==> src/rtl/tknq_pkg.sv <==
package tknq_pkg;
  localparam int EP_W        = 4;   // endpoint number width
  localparam int WORD_W      = 32;  // read word width
  localparam int SHOWN_SLOTS = 6;   // slots visible in the read word
  localparam int SLOT_LSB    = 8;   // bit position of slot 0
  localparam int WRAP_POS    = 7;   // bit position of the wrap flag

  // pointer step modulo depth
  function automatic int ptr_step(input int p, input int depth);
    return (p == depth - 1) ? 0 : p + 1;
  endfunction

  // true when a push at pointer p makes the pointer roll over
  function automatic bit rolls_over(input int p, input int depth);
    return p == depth - 1;
  endfunction

  // bit position of a shown slot inside the read word
  function automatic int slot_pos(input int k);
    return SLOT_LSB + EP_W * k;
  endfunction
endpackage

==> src/rtl/tknq_ptr.sv <==
module tknq_ptr #(
  parameter int DEPTH = 8,
  localparam int PTR_W = $clog2(DEPTH)
) (
  input  logic             clk,
  input  logic             rst_n,
  input  logic             push,
  input  logic             clr,
  output logic [PTR_W-1:0] wr_ptr,
  output logic             wrap_flag,
  output logic             wrap_evt
);
  logic [PTR_W-1:0] ptr_nxt;

  always_comb begin
    ptr_nxt  = PTR_W'(tknq_pkg::ptr_step(int'(wr_ptr), DEPTH));
    wrap_evt = push && tknq_pkg::rolls_over(int'(wr_ptr), DEPTH);
  end

  always_ff @(posedge clk or negedge rst_n) begin
    if (!rst_n) begin
      wr_ptr    <= '0;
      wrap_flag <= 1'b0;
    end else if (clr) begin
      wr_ptr    <= '0;
      wrap_flag <= 1'b0;
    end else if (push) begin
      wr_ptr <= ptr_nxt;
      if (wrap_evt) wrap_flag <= 1'b1;
    end
  end
endmodule

==> src/rtl/tknq_slots.sv <==
module tknq_slots #(
  parameter int DEPTH = 8,
  localparam int PTR_W = $clog2(DEPTH),
  localparam int EP_W  = tknq_pkg::EP_W
) (
  input  logic                  clk,
  input  logic                  rst_n,
  input  logic                  push,
  input  logic                  clr,
  input  logic [PTR_W-1:0]      wr_ptr,
  input  logic [EP_W-1:0]       ep,
  output logic [DEPTH*EP_W-1:0] slots
);
  for (genvar s = 0; s < DEPTH; s++) begin : g_slot
    logic hit;
    assign hit = push && (wr_ptr == PTR_W'(s));
    always_ff @(posedge clk or negedge rst_n) begin
      if (!rst_n)   slots[s*EP_W +: EP_W] <= '0;
      else if (clr) slots[s*EP_W +: EP_W] <= '0;
      else if (hit) slots[s*EP_W +: EP_W] <= ep;
    end
  end
endmodule

==> src/rtl/tknq_pack.sv <==
module tknq_pack #(
  parameter int DEPTH = 8,
  localparam int PTR_W  = $clog2(DEPTH),
  localparam int EP_W   = tknq_pkg::EP_W,
  localparam int WORD_W = tknq_pkg::WORD_W,
  localparam int SHOWN  = tknq_pkg::SHOWN_SLOTS
) (
  input  logic [DEPTH*EP_W-1:0] slots,
  input  logic [PTR_W-1:0]      wr_ptr,
  input  logic                  wrap_flag,
  output logic [WORD_W-1:0]     word
);
  logic [EP_W-1:0] shown [SHOWN];

  for (genvar k = 0; k < SHOWN; k++) begin : g_field
    if (k < DEPTH) begin : g_real
      assign shown[k] = slots[k*EP_W +: EP_W];
    end else begin : g_none
      assign shown[k] = '0;
    end
  end

  always_comb begin
    word = '0;
    word[PTR_W-1:0] = wr_ptr;
    word[tknq_pkg::WRAP_POS] = wrap_flag;
    for (int k = 0; k < SHOWN; k++)
      word[tknq_pkg::slot_pos(k) +: EP_W] = shown[k];
  end
endmodule

==> src/rtl/tkn_seq_learn_q.sv <==
module tkn_seq_learn_q #(
  parameter int DEPTH = 8,
  localparam int PTR_W = $clog2(DEPTH),
  localparam int EP_W  = tknq_pkg::EP_W
) (
  input  logic            clk,
  input  logic            rst_n,
  input  logic            tok_vld,
  input  logic [EP_W-1:0] tok_ep,
  input  logic            q_clr,
  output logic [31:0]     rd_word
);
  logic                  push;
  logic                  wrap_evt;
  logic                  wrap_flag;
  logic [PTR_W-1:0]      wr_ptr;
  logic [DEPTH*EP_W-1:0] slots;

  // clear takes priority over a token in the same cycle
  assign push = tok_vld && !q_clr;

  tknq_ptr #(.DEPTH(DEPTH)) ptr_i (
    .clk(clk), .rst_n(rst_n), .push(push), .clr(q_clr),
    .wr_ptr(wr_ptr), .wrap_flag(wrap_flag), .wrap_evt(wrap_evt)
  );

  tknq_slots #(.DEPTH(DEPTH)) slots_i (
    .clk(clk), .rst_n(rst_n), .push(push), .clr(q_clr),
    .wr_ptr(wr_ptr), .ep(tok_ep), .slots(slots)
  );

  tknq_pack #(.DEPTH(DEPTH)) pack_i (
    .slots(slots), .wr_ptr(wr_ptr), .wrap_flag(wrap_flag), .word(rd_word)
  );
endmodule

==> config.mk <==
export PLATFORM = sky130hd
export DESIGN_NAME = tkn_seq_learn_q
export DESIGN_NICKNAME = d
export VERILOG_FILES = /design/src/rtl/tknq_pkg.sv /design/src/rtl/tknq_ptr.sv /design/src/rtl/tknq_slots.sv /design/src/rtl/tknq_pack.sv /design/src/rtl/tkn_seq_learn_q.sv
export SDC_FILE = /design/constraint.sdc
export NUM_CORES = 1
export LEC_CHECK = 0
export BUFFER_PORTS_ARGS = -buffer_cell sky130_fd_sc_hd__buf_4
export CORE_ASPECT_RATIO = 1.75
export CORE_UTILIZATION = 45
export CTS_CLUSTER_SIZE = 14
export DETAILED_ROUTE_END_ITERATION = 10
export MAX_ROUTING_LAYER = met4
export PLACE_DENSITY = 0.81
export SLEW_MARGIN = 10
export SYNTH_ARGS = -nofsm -noshare
export SYNTH_HDL_FRONTEND = slang
export SYNTH_SLANG_ARGS = --single-unit
==> constraint.sdc <==
create_clock -name clk -period 1.69 [get_ports clk]
set_input_delay 0.169 -clock clk [delete_from_list [all_inputs] [get_ports clk]]
set_output_delay 0.169 -clock clk [all_outputs]
set_load 0.03 [all_outputs]
# Yosys cells after proc, flatten, opt, wreduce, memory -nomap -nowiden
# Cells that the tools add are included.
[word_totals]
word_cells = 52
output_inout_bits = 32
reg_bits = 28
[classes]
n_eq_ne = 6
n_reduce_logical = 19
addsub = 1
mux = 18
[ops]
columns = ["cell", "count"]
rows = [
  ["4-bit two-way mux", 12],
  ["2-bit nonzero test", 8],
  ["3-bit two-way mux", 3],
  ["1-bit logical AND", 8],
  ["3-bit by 1-bit equality test with 1-bit output (second input constant)", 2],
  ["3-bit by 2-bit equality test with 1-bit output (second input constant)", 2],
  ["3-bit equality test (second input constant)", 2],
  ["3-bit by 1-bit adder with 3-bit output (second input constant)", 1],
  ["3-bit zero test", 1],
  ["1-bit two-way mux", 3],
  ["2-bit AND reduction", 1],
  ["1-bit zero test", 1],
]

# Logic depth before layout (Yosys ltp)
# Gate-level depths: netlist of the first run.
[logic_depth]
word_depth = 6
depth_mapped = 5
depth_no_buf = 4

# Modules after synthesis
# From an unflattened synthesis of the first run, not the netlist that was laid out.
[hier_totals]
hier_cells = 172
hier_area_um2 = 1935.6
[modules_own_cells]
columns = ["module", "seq_area_each_um2", "instances", "area_per_inst_um2", "cells_each"]
rows = [
  ["tknq_slots", 800.8, 1, 1486.4, 122],
  ["tknq_pack", 0.0, 1, 244.0, 33],
  ["tknq_ptr", 100.1, 1, 191.4, 16],
  ["tkn_seq_learn_q", 0.0, 1, 13.8, 1],
]

# Worst setup path before layout of the first run
# No wires, ideal clock.
[synth_timing]
path_type = "register to register"
start = "reg ptr_i.wr_ptr[0]"
end = "reg ptr_i.wr_ptr[0]"
path_stages_with_launch = 5
required_ns = 1.612
slack_ns = 0.169
arrival_time_ns = 1.443
synth_period_minus_slack_ns = 1.521
path_cell_list = "dfrtp_1 > ha_1 > ha_1 > or3b_1 > a21oi_1"
[synth_via]
elab_chain_cells = 4
elab_cells_between_ends = 5
cone_classes = "add/sub (1); eq/ne (1); mux (3)"
[synth_rtl]
columns = ["item", "line", "rtl"]
rows = [
  ["from (decl)", "tknq_ptr.sv:9", "output logic [PTR_W-1:0] wr_ptr,"],
  ["from (signal assigned)", "tknq_ptr.sv:28", "wr_ptr <= ptr_nxt;"],
  ["3-bit by 1-bit adder with 3-bit output or 3-bit by 1-bit equality test with 1-bit output (tied branches)", "tknq_pkg.sv:10", "return (p == depth - 1) ? 0 : p + 1;"],
  ["3-bit two-way mux (*)", "tknq_pkg.sv:10", ""],
  ["3-bit two-way mux (*)", "tknq_ptr.sv:27", "end else if (push) begin"],
  ["3-bit two-way mux (*)", "tknq_ptr.sv:24", "end else if (clr) begin"],
]
# Every way passes the cells marked *; elsewhere a longest branch is shown, timed or not. The select of a mux whose other input is x is not followed.
# A chain may end at the register's enable or synchronous reset.

# Worst setup path in the final report of the first run
# Ends and elaborated chain as after synthesis.

==> run summary, run 1 <==
R2R cell count -> 4
Iteration-0 DRC Markers -> 33
cell row count -> 26
largest net degree at the start of global routing -> 33
Post-Place Cells -> 191
Pre-antenna DRT Iters -> 6
hold depth -> 3
setup slack after layout -> 0.1942 ns
die width -> 44.24 microns
Fin Clk Skew -> 0.007930 ns
synthesized area per cell -> 11.52 sq um
Synth Warn # -> 0
Post-layout nets -> 169
internal power -> 1.087 mW
die area -> 3359 sq um
Skew-Pair Late Insertion Delay -> 0.28 ns
clock root cell -> clkbuf_8
multi-input combinational cell area -> 639.4 sq um
CTS Sinks -> 28
fin. max-slew vios -> 0
Max-cap violations -> 0
initial antenna violation count -> 0
fin cells -> 196
Critical Path RT -> 1.89 ns
PortBufs -> 35
LEAKAGE -> 0.9330 nW
Yosys reg bits -> 28
DP Worst Slack -> 0.2054 ns
Ports -> 40
vias in the first global route -> 1032
reg-to-reg setup timing slack -> 0.19 ns
CTS tree -> done
GPL Wtd Cong -> 0.7115
WS Path Type -> reg -> reg
Tcrit/Tclk final -> 88.51%
DR DRC count -> 0
most used cell, CP -> ha_1
TritonCTS Buffers -> 3
Vias/cell -> 4.832
CP max stage delay -> 0.45 ns
CP Max Fanout -> 6
Clock Path Buffers -> 2
# setup viols final -> 0
Setup crit start kind -> flop
Mapped Area -> 1405 sq um
post-synthesis compound-gate area fraction -> 5.877%
CP delay by family, top -> adder cells
Worst VDD drop -> 0.0005832 V
unrepaired setup endpoints after global routing -> no
critical-path cell list -> ha_1, ha_1, or3b_1, a21oi_1
fill count -> 252
post-synthesis simple-gate area fraction -> 18.97%
WL final -> 2695 microns
Post-Synth Adder-Cell Area -> 5.343%
Worst setup startpoint -> ptr_i.wr_ptr[0]
synthesized instance count -> 122
top cell type's share of synthesized area -> 49.87%
met3 WL -> 85 microns
mux share of post-synthesis cell area -> 14.25%
slowest cell on the critical path -> dfrtp_1
ANT nets after route -> 0
M1 WL -> 1112 microns
Reg clk slew, reported paths -> 0.09 ns
commonest non-fill, non-tap cell in the layout -> buf_4
core area -> 2960 sq um
All-Layer GR Usage -> 19.19%
H-Tree Depth -> 1
register area share after synthesis -> 49.87%
Sw Ratio -> 24.68%
pwr/cell area -> 825.9 nW/um^2
sequential power share -> 49.0%
first-pass GRT wire length -> 4747 microns
R2R Path End -> ptr_i.wr_ptr[0]
effective utilization at floorplan -> 47.46%
layout cells sized above 1 -> 29.87%
worst hold slack -> 0.1624 ns
final hold viol count -> 0
Finished Core Util -> 59.04%
hold wc startpoint -> tok_ep[0]
Crit. End Element -> flop
fmax -> 668.5 MHz
Die Height -> 75.92 microns
highest-count cells in the layout ignoring fill and taps -> buf_4, dfrtp_1, nand2b_1
post-DP HPWL -> 1998 microns
setup_tns -> 0 ns
final critical-path required period -> 1.496 ns
dominant cell type by area after synthesis -> dfrtp_1
CP bufs+invs -> 0
Vias -> 947
Hold Path End -> slots_i.slots[12]
largest family of logic cells by synthesized area -> simple AND/OR/NAND/NOR gates
Logic pwr share -> 14.6%
clock power share -> 36.3%
FF/Latch Area -> 700.7 sq um
top layer in use -> met4
remaining global-route overflow -> 0
ANT cells -> 0
worst hold path type -> in -> reg
Area Overhead vs Synth -> 24.40%
Synth area leaders -> dfrtp_1, mux2i_1, nand2b_1, ha_1, buf_4
metal2 WL -> 1439 microns
xor/xnor share of the synthesized area -> 0%
status -> finished, final reports clean
switching pwr -> 0.3563 mW
reg2reg start -> ptr_i.wr_ptr[0]
arrival time of the worst setup path -> 1.70 ns
routed wire length per instance -> 13.75 microns
Synth cell types -> 20
synth_stat cells (all sizes together):
cell,count
a21bo,4
mux2i,20
and3b,1
buf,7
or3b,1
nand2b,26
nand3,6
a211oi,1
nor2,2
clkbuf,4
ha,6
dfrtp,28
and3,1
a21oi,7
conb,1
inv,3
nand3b,4
metal layers:
layer | GRT usage (%) | up-vias
met5 | - | -
met4 | 8.182 | 0
met3 | 1.905 | 5
met2 | 32.50 | 26
met1 | 22.13 | 454
li1 | - | 462
worst register-to-register path, cell delays in order (launching register included):
cell,delay (ns)
dfrtp_1,0.45
ha_1,0.26
ha_1,0.21
or3b_1,0.37
a21oi_1,0.13
through the flow:
| step | cell area, sq um | power [mW] |
|---|---|---|
| after floorplan | 1416 | 0.8611 |
| after global placement | 1667 | 0.9270 |
| after detailed placement | 1667 | 0.9333 |
| after CTS | 1748 | 1.460 |
| after global routing | 1748 | 1.492 |
| final | 1748 | 1.444 |
how the worst max path moves through the flow:
| stage | cells after the start | slack (ns) | to |
|---|---|---|---|
| after floorplan | 4 | 0.17 | ptr_i.wr_ptr[0] |
| after global placement | 4 | 0.29 | ptr_i.wr_ptr[0] |
| after detailed placement | 4 | 0.21 | ptr_i.wr_ptr[0] |
| after CTS | 4 | 0.19 | ptr_i.wr_ptr[0] |
| after global routing | 4 | 0.09 | ptr_i.wr_ptr[0] |
| final | 4 | 0.19 | ptr_i.wr_ptr[0] |
area by class of cell:
class                      instances  area share [%]
timing repair buffer              36           15.60
clock inverter                     1           1.718
inverter                           3          0.6442
clock buffer                       3           2.362
multi-input combinational         83           36.58
sequential                        28           40.09
tap                               42           3.006
state kept, by name, indices dropped and copies added (netlist names):
| signal | count |
|---|---|
| ptr_i.wr_ptr | 3 |
| ptr_i.wrap_flag | 1 |
| slots_i.slots | 24 |
cell families after synthesis:
family / Yosys count
flops: 28
compound gates: 12
mux: 20
simple gates: 41
buf+inv: 14
fa+ha+maj: 6
other cells: 1
repair_timing:
| action | in CTS | in global routing |
|---|---|---|
| resized for setup | 0 | 0 |
| hold endpoints to repair | 28 | 0 |
| hold buffers | 1 | 0 |
| setup buffers | 0 | 0 |
power by group through the flow:
stage          sequential (mW)  clock [mW]  combinational, mW
4_1_cts                  0.708       0.537              0.214
5_1_grt                  0.711       0.552              0.229
6_report                 0.708       0.525              0.211
3_5_place_dp             0.721           0              0.212
3_3_place_gp             0.720           0              0.207
2_1_floorplan            0.760           0              0.101
Note: power is estimated with default switching activity, not from simulation.
==> run 2: changes to the inputs <==
--- a/config.mk
+++ b/config.mk
@@ -6,12 +6,14 @@
 export NUM_CORES = 1
 export LEC_CHECK = 0
 export BUFFER_PORTS_ARGS = -buffer_cell sky130_fd_sc_hd__buf_4
+export CELL_PAD_IN_SITES_DETAIL_PLACEMENT = 1
+export CELL_PAD_IN_SITES_GLOBAL_PLACEMENT = 1
 export CORE_ASPECT_RATIO = 1.75
-export CORE_UTILIZATION = 45
+export CORE_UTILIZATION = 39
 export CTS_CLUSTER_SIZE = 14
 export DETAILED_ROUTE_END_ITERATION = 10
 export MAX_ROUTING_LAYER = met4
-export PLACE_DENSITY = 0.81
+export PLACE_DENSITY = 0.88
 export SLEW_MARGIN = 10
 export SYNTH_ARGS = -nofsm -noshare
 export SYNTH_HDL_FRONTEND = slang
==> constraint.sdc (replaced) <==
create_clock -name clk -period 1.69 [get_ports clk]
set_input_delay 0.169 -clock clk [delete_from_list [all_inputs] [get_ports clk]]
set_output_delay 0.169 -clock clk [all_outputs]
set_load 0.02 [all_outputs]
==> run 2 against run 1 <==
Sequential share of layout area decreased by 0.086 points. Via count rose by 2.0%. Core utilization down 7.5 points. Maximum frequency fell by 0.57%. Combinational power decreased by 8%. Total power shrank 0.48%. Worst hold slack gained 0.0053 ns. Worst setup slack got worse by 0.0086 ns. Sequential cell count is the same. Non-clock buffer count is the same. Sequential power about the same. Largest cell class unchanged.
==> run summary, run 2 (same netlist as run 1, synthesis figures left out) <==
setup_tns -> 0 ns
clock root cell -> clkbuf_8
layout cells sized above 1 -> 29.87%
PortBufs -> 35
unrepaired setup endpoints after global routing -> no
R2R cell count -> 4
Pre-antenna DRT Iters -> 4
Max-cap violations -> 0
# setup viols final -> 0
reg-to-reg setup timing slack -> 0.19 ns
final critical-path required period -> 1.504 ns
Post-Place Cells -> 194
Clock Path Buffers -> 2
cell row count -> 28
final std cell area, no fill -> 1752 sq um
PnR Total Power -> 1.437 mW
highest-count cells in the layout ignoring fill and taps -> buf_4, dfrtp_1, nand2b_1
Skew-Pair Late Insertion Delay -> 0.28 ns
fin cells -> 199
Biggest register -> slots_i.slots
ANT cells -> 0
M2 GR Usage -> 34.38%
CP delay by family, top -> adder cells
Critical Path RT -> 1.90 ns
core area -> 3398 sq um
Tcrit/Tclk final -> 89.02%
status -> finished, final reports clean
R2R Path End -> ptr_i.wr_ptr[0]
hold wc startpoint -> tok_ep[3]
Vias/cell -> 4.854
critical path depth in cells -> 4
met1 Use GR -> 21.70%
DR DRC count -> 0
commonest non-fill, non-tap cell in the layout -> buf_4
Fin Clk Skew -> 0.002061 ns
met3 GRT Util -> 2.222%
Vias -> 966
hold depth -> 3
GPL Wtd Cong -> 0.6690
Worst VDD drop -> 0.0008950 V
WL final -> 3189 microns
Largest register FFs -> 24
routed wire length per instance -> 16.03 microns
effective utilization at floorplan -> 41.35%
global routing's busiest layer -> met2
slowest cell on the critical path -> dfrtp_1
WS Path Type -> reg -> reg
Die Height -> 81.41 microns
die area -> 3857 sq um
setup slack after layout -> 0.1856 ns
H-Tree Depth -> 1
Crit. End Element -> flop
Ports -> 40
Reg clk slew, reported paths -> 0.09 ns
CTS Sinks -> 28
critical-path cell list -> ha_1, ha_1, or3b_1, a21oi_1
die width -> 47.38 microns
worst hold path type -> in -> reg
Area Overhead vs Synth -> 24.67%
largest net degree at the start of global routing -> 33
CP Max Fanout -> 6
TritonCTS Buffers -> 3
LEAKAGE -> 0.9330 nW
vias in the first global route -> 1069
Iteration-0 DRC Markers -> 13
All-Layer GR Usage -> 19.86%
CTS tree -> done
arrival time of the worst setup path -> 1.71 ns
top flop regs -> slots_i.slots: 24 flops, ptr_i.wr_ptr: 3 flops, ptr_i.wrap_flag: 1 flops
ANT nets after route -> 0
post-DP HPWL -> 2387 microns
fin. max-slew vios -> 0
Area after DPL -> 1670 sq um
CP max stage delay -> 0.45 ns
Post-layout nets -> 169
Setup crit start kind -> flop
CP bufs+invs -> 0
initial antenna violation count -> 0
DP Worst Slack -> 0.1923 ns
remaining global-route overflow -> 0
fmax -> 664.7 MHz
Setup Fix Bufs, Post-CTS -> 0
Hold Path End -> slots_i.slots[15]
most used cell, CP -> ha_1
first-pass GRT wire length -> 5216 microns
pwr/cell area -> 820.2 nW/um^2
final hold viol count -> 0
reg2reg start -> ptr_i.wr_ptr[0]
-- run 2: cell type report --
class	instances	area, sq um
sequential	28	700.7
multi-input combinational	83	639.4
clock inverter	1	30.03
timing repair buffer	36	272.8
fill	378	1647
inverter	3	11.26
clock buffer	3	41.29
tap	45	56.30
-- run 2: per-stage QoR --
step	hold slack [ns]	util, %
after floorplan	-0.1266	-
after detailed placement	0.1122	49.15
after global routing	0.1762	51.55
after global placement	0.09942	49.15
final	0.1677	51.55
after CTS	0.1642	51.55
-- run 2: worst max path at each step --
| stage | to | slack [ns] | startpoint |
|---|---|---|---|
| after floorplan | ptr_i.wr_ptr[0] | 0.23 | ptr_i.wr_ptr[0] |
| after global routing | ptr_i.wr_ptr[0] | 0.12 | ptr_i.wr_ptr[0] |
| after global placement | ptr_i.wr_ptr[0] | 0.28 | ptr_i.wr_ptr[0] |
| after detailed placement | ptr_i.wr_ptr[0] | 0.19 | ptr_i.wr_ptr[0] |
| after CTS | ptr_i.wr_ptr[0] | 0.16 | ptr_i.wr_ptr[0] |
| final | ptr_i.wr_ptr[0] | 0.19 | ptr_i.wr_ptr[0] |
-- run 2: power breakdown --
part / switching [mW] / internal [mW] / total (mW)
combinational: 0.115 / 0.0800 / 0.195
clock: 0.215 / 0.318 / 0.533
sequential: 0.0190 / 0.690 / 0.709
total: 0.349 / 1.09 / 1.44
-- run 2: routing by layer --
metal / wire length (microns) / vias up
met1: 1226 / 477
li1: - / 461
met4: 69 / 0
met3: 87 / 5
met5: 0 / -
met2: 1805 / 23
-- run 2: timing repair --
item	CTS	global route
hold buffers	1	0
hold endpoints to repair	28	0
resized for setup	0	0
-- run 2: tightest hold or removal path, stage by stage --
cell	delay [ns]
buf_4	0.11
nand3_1	0.07
a21oi_1	0.06
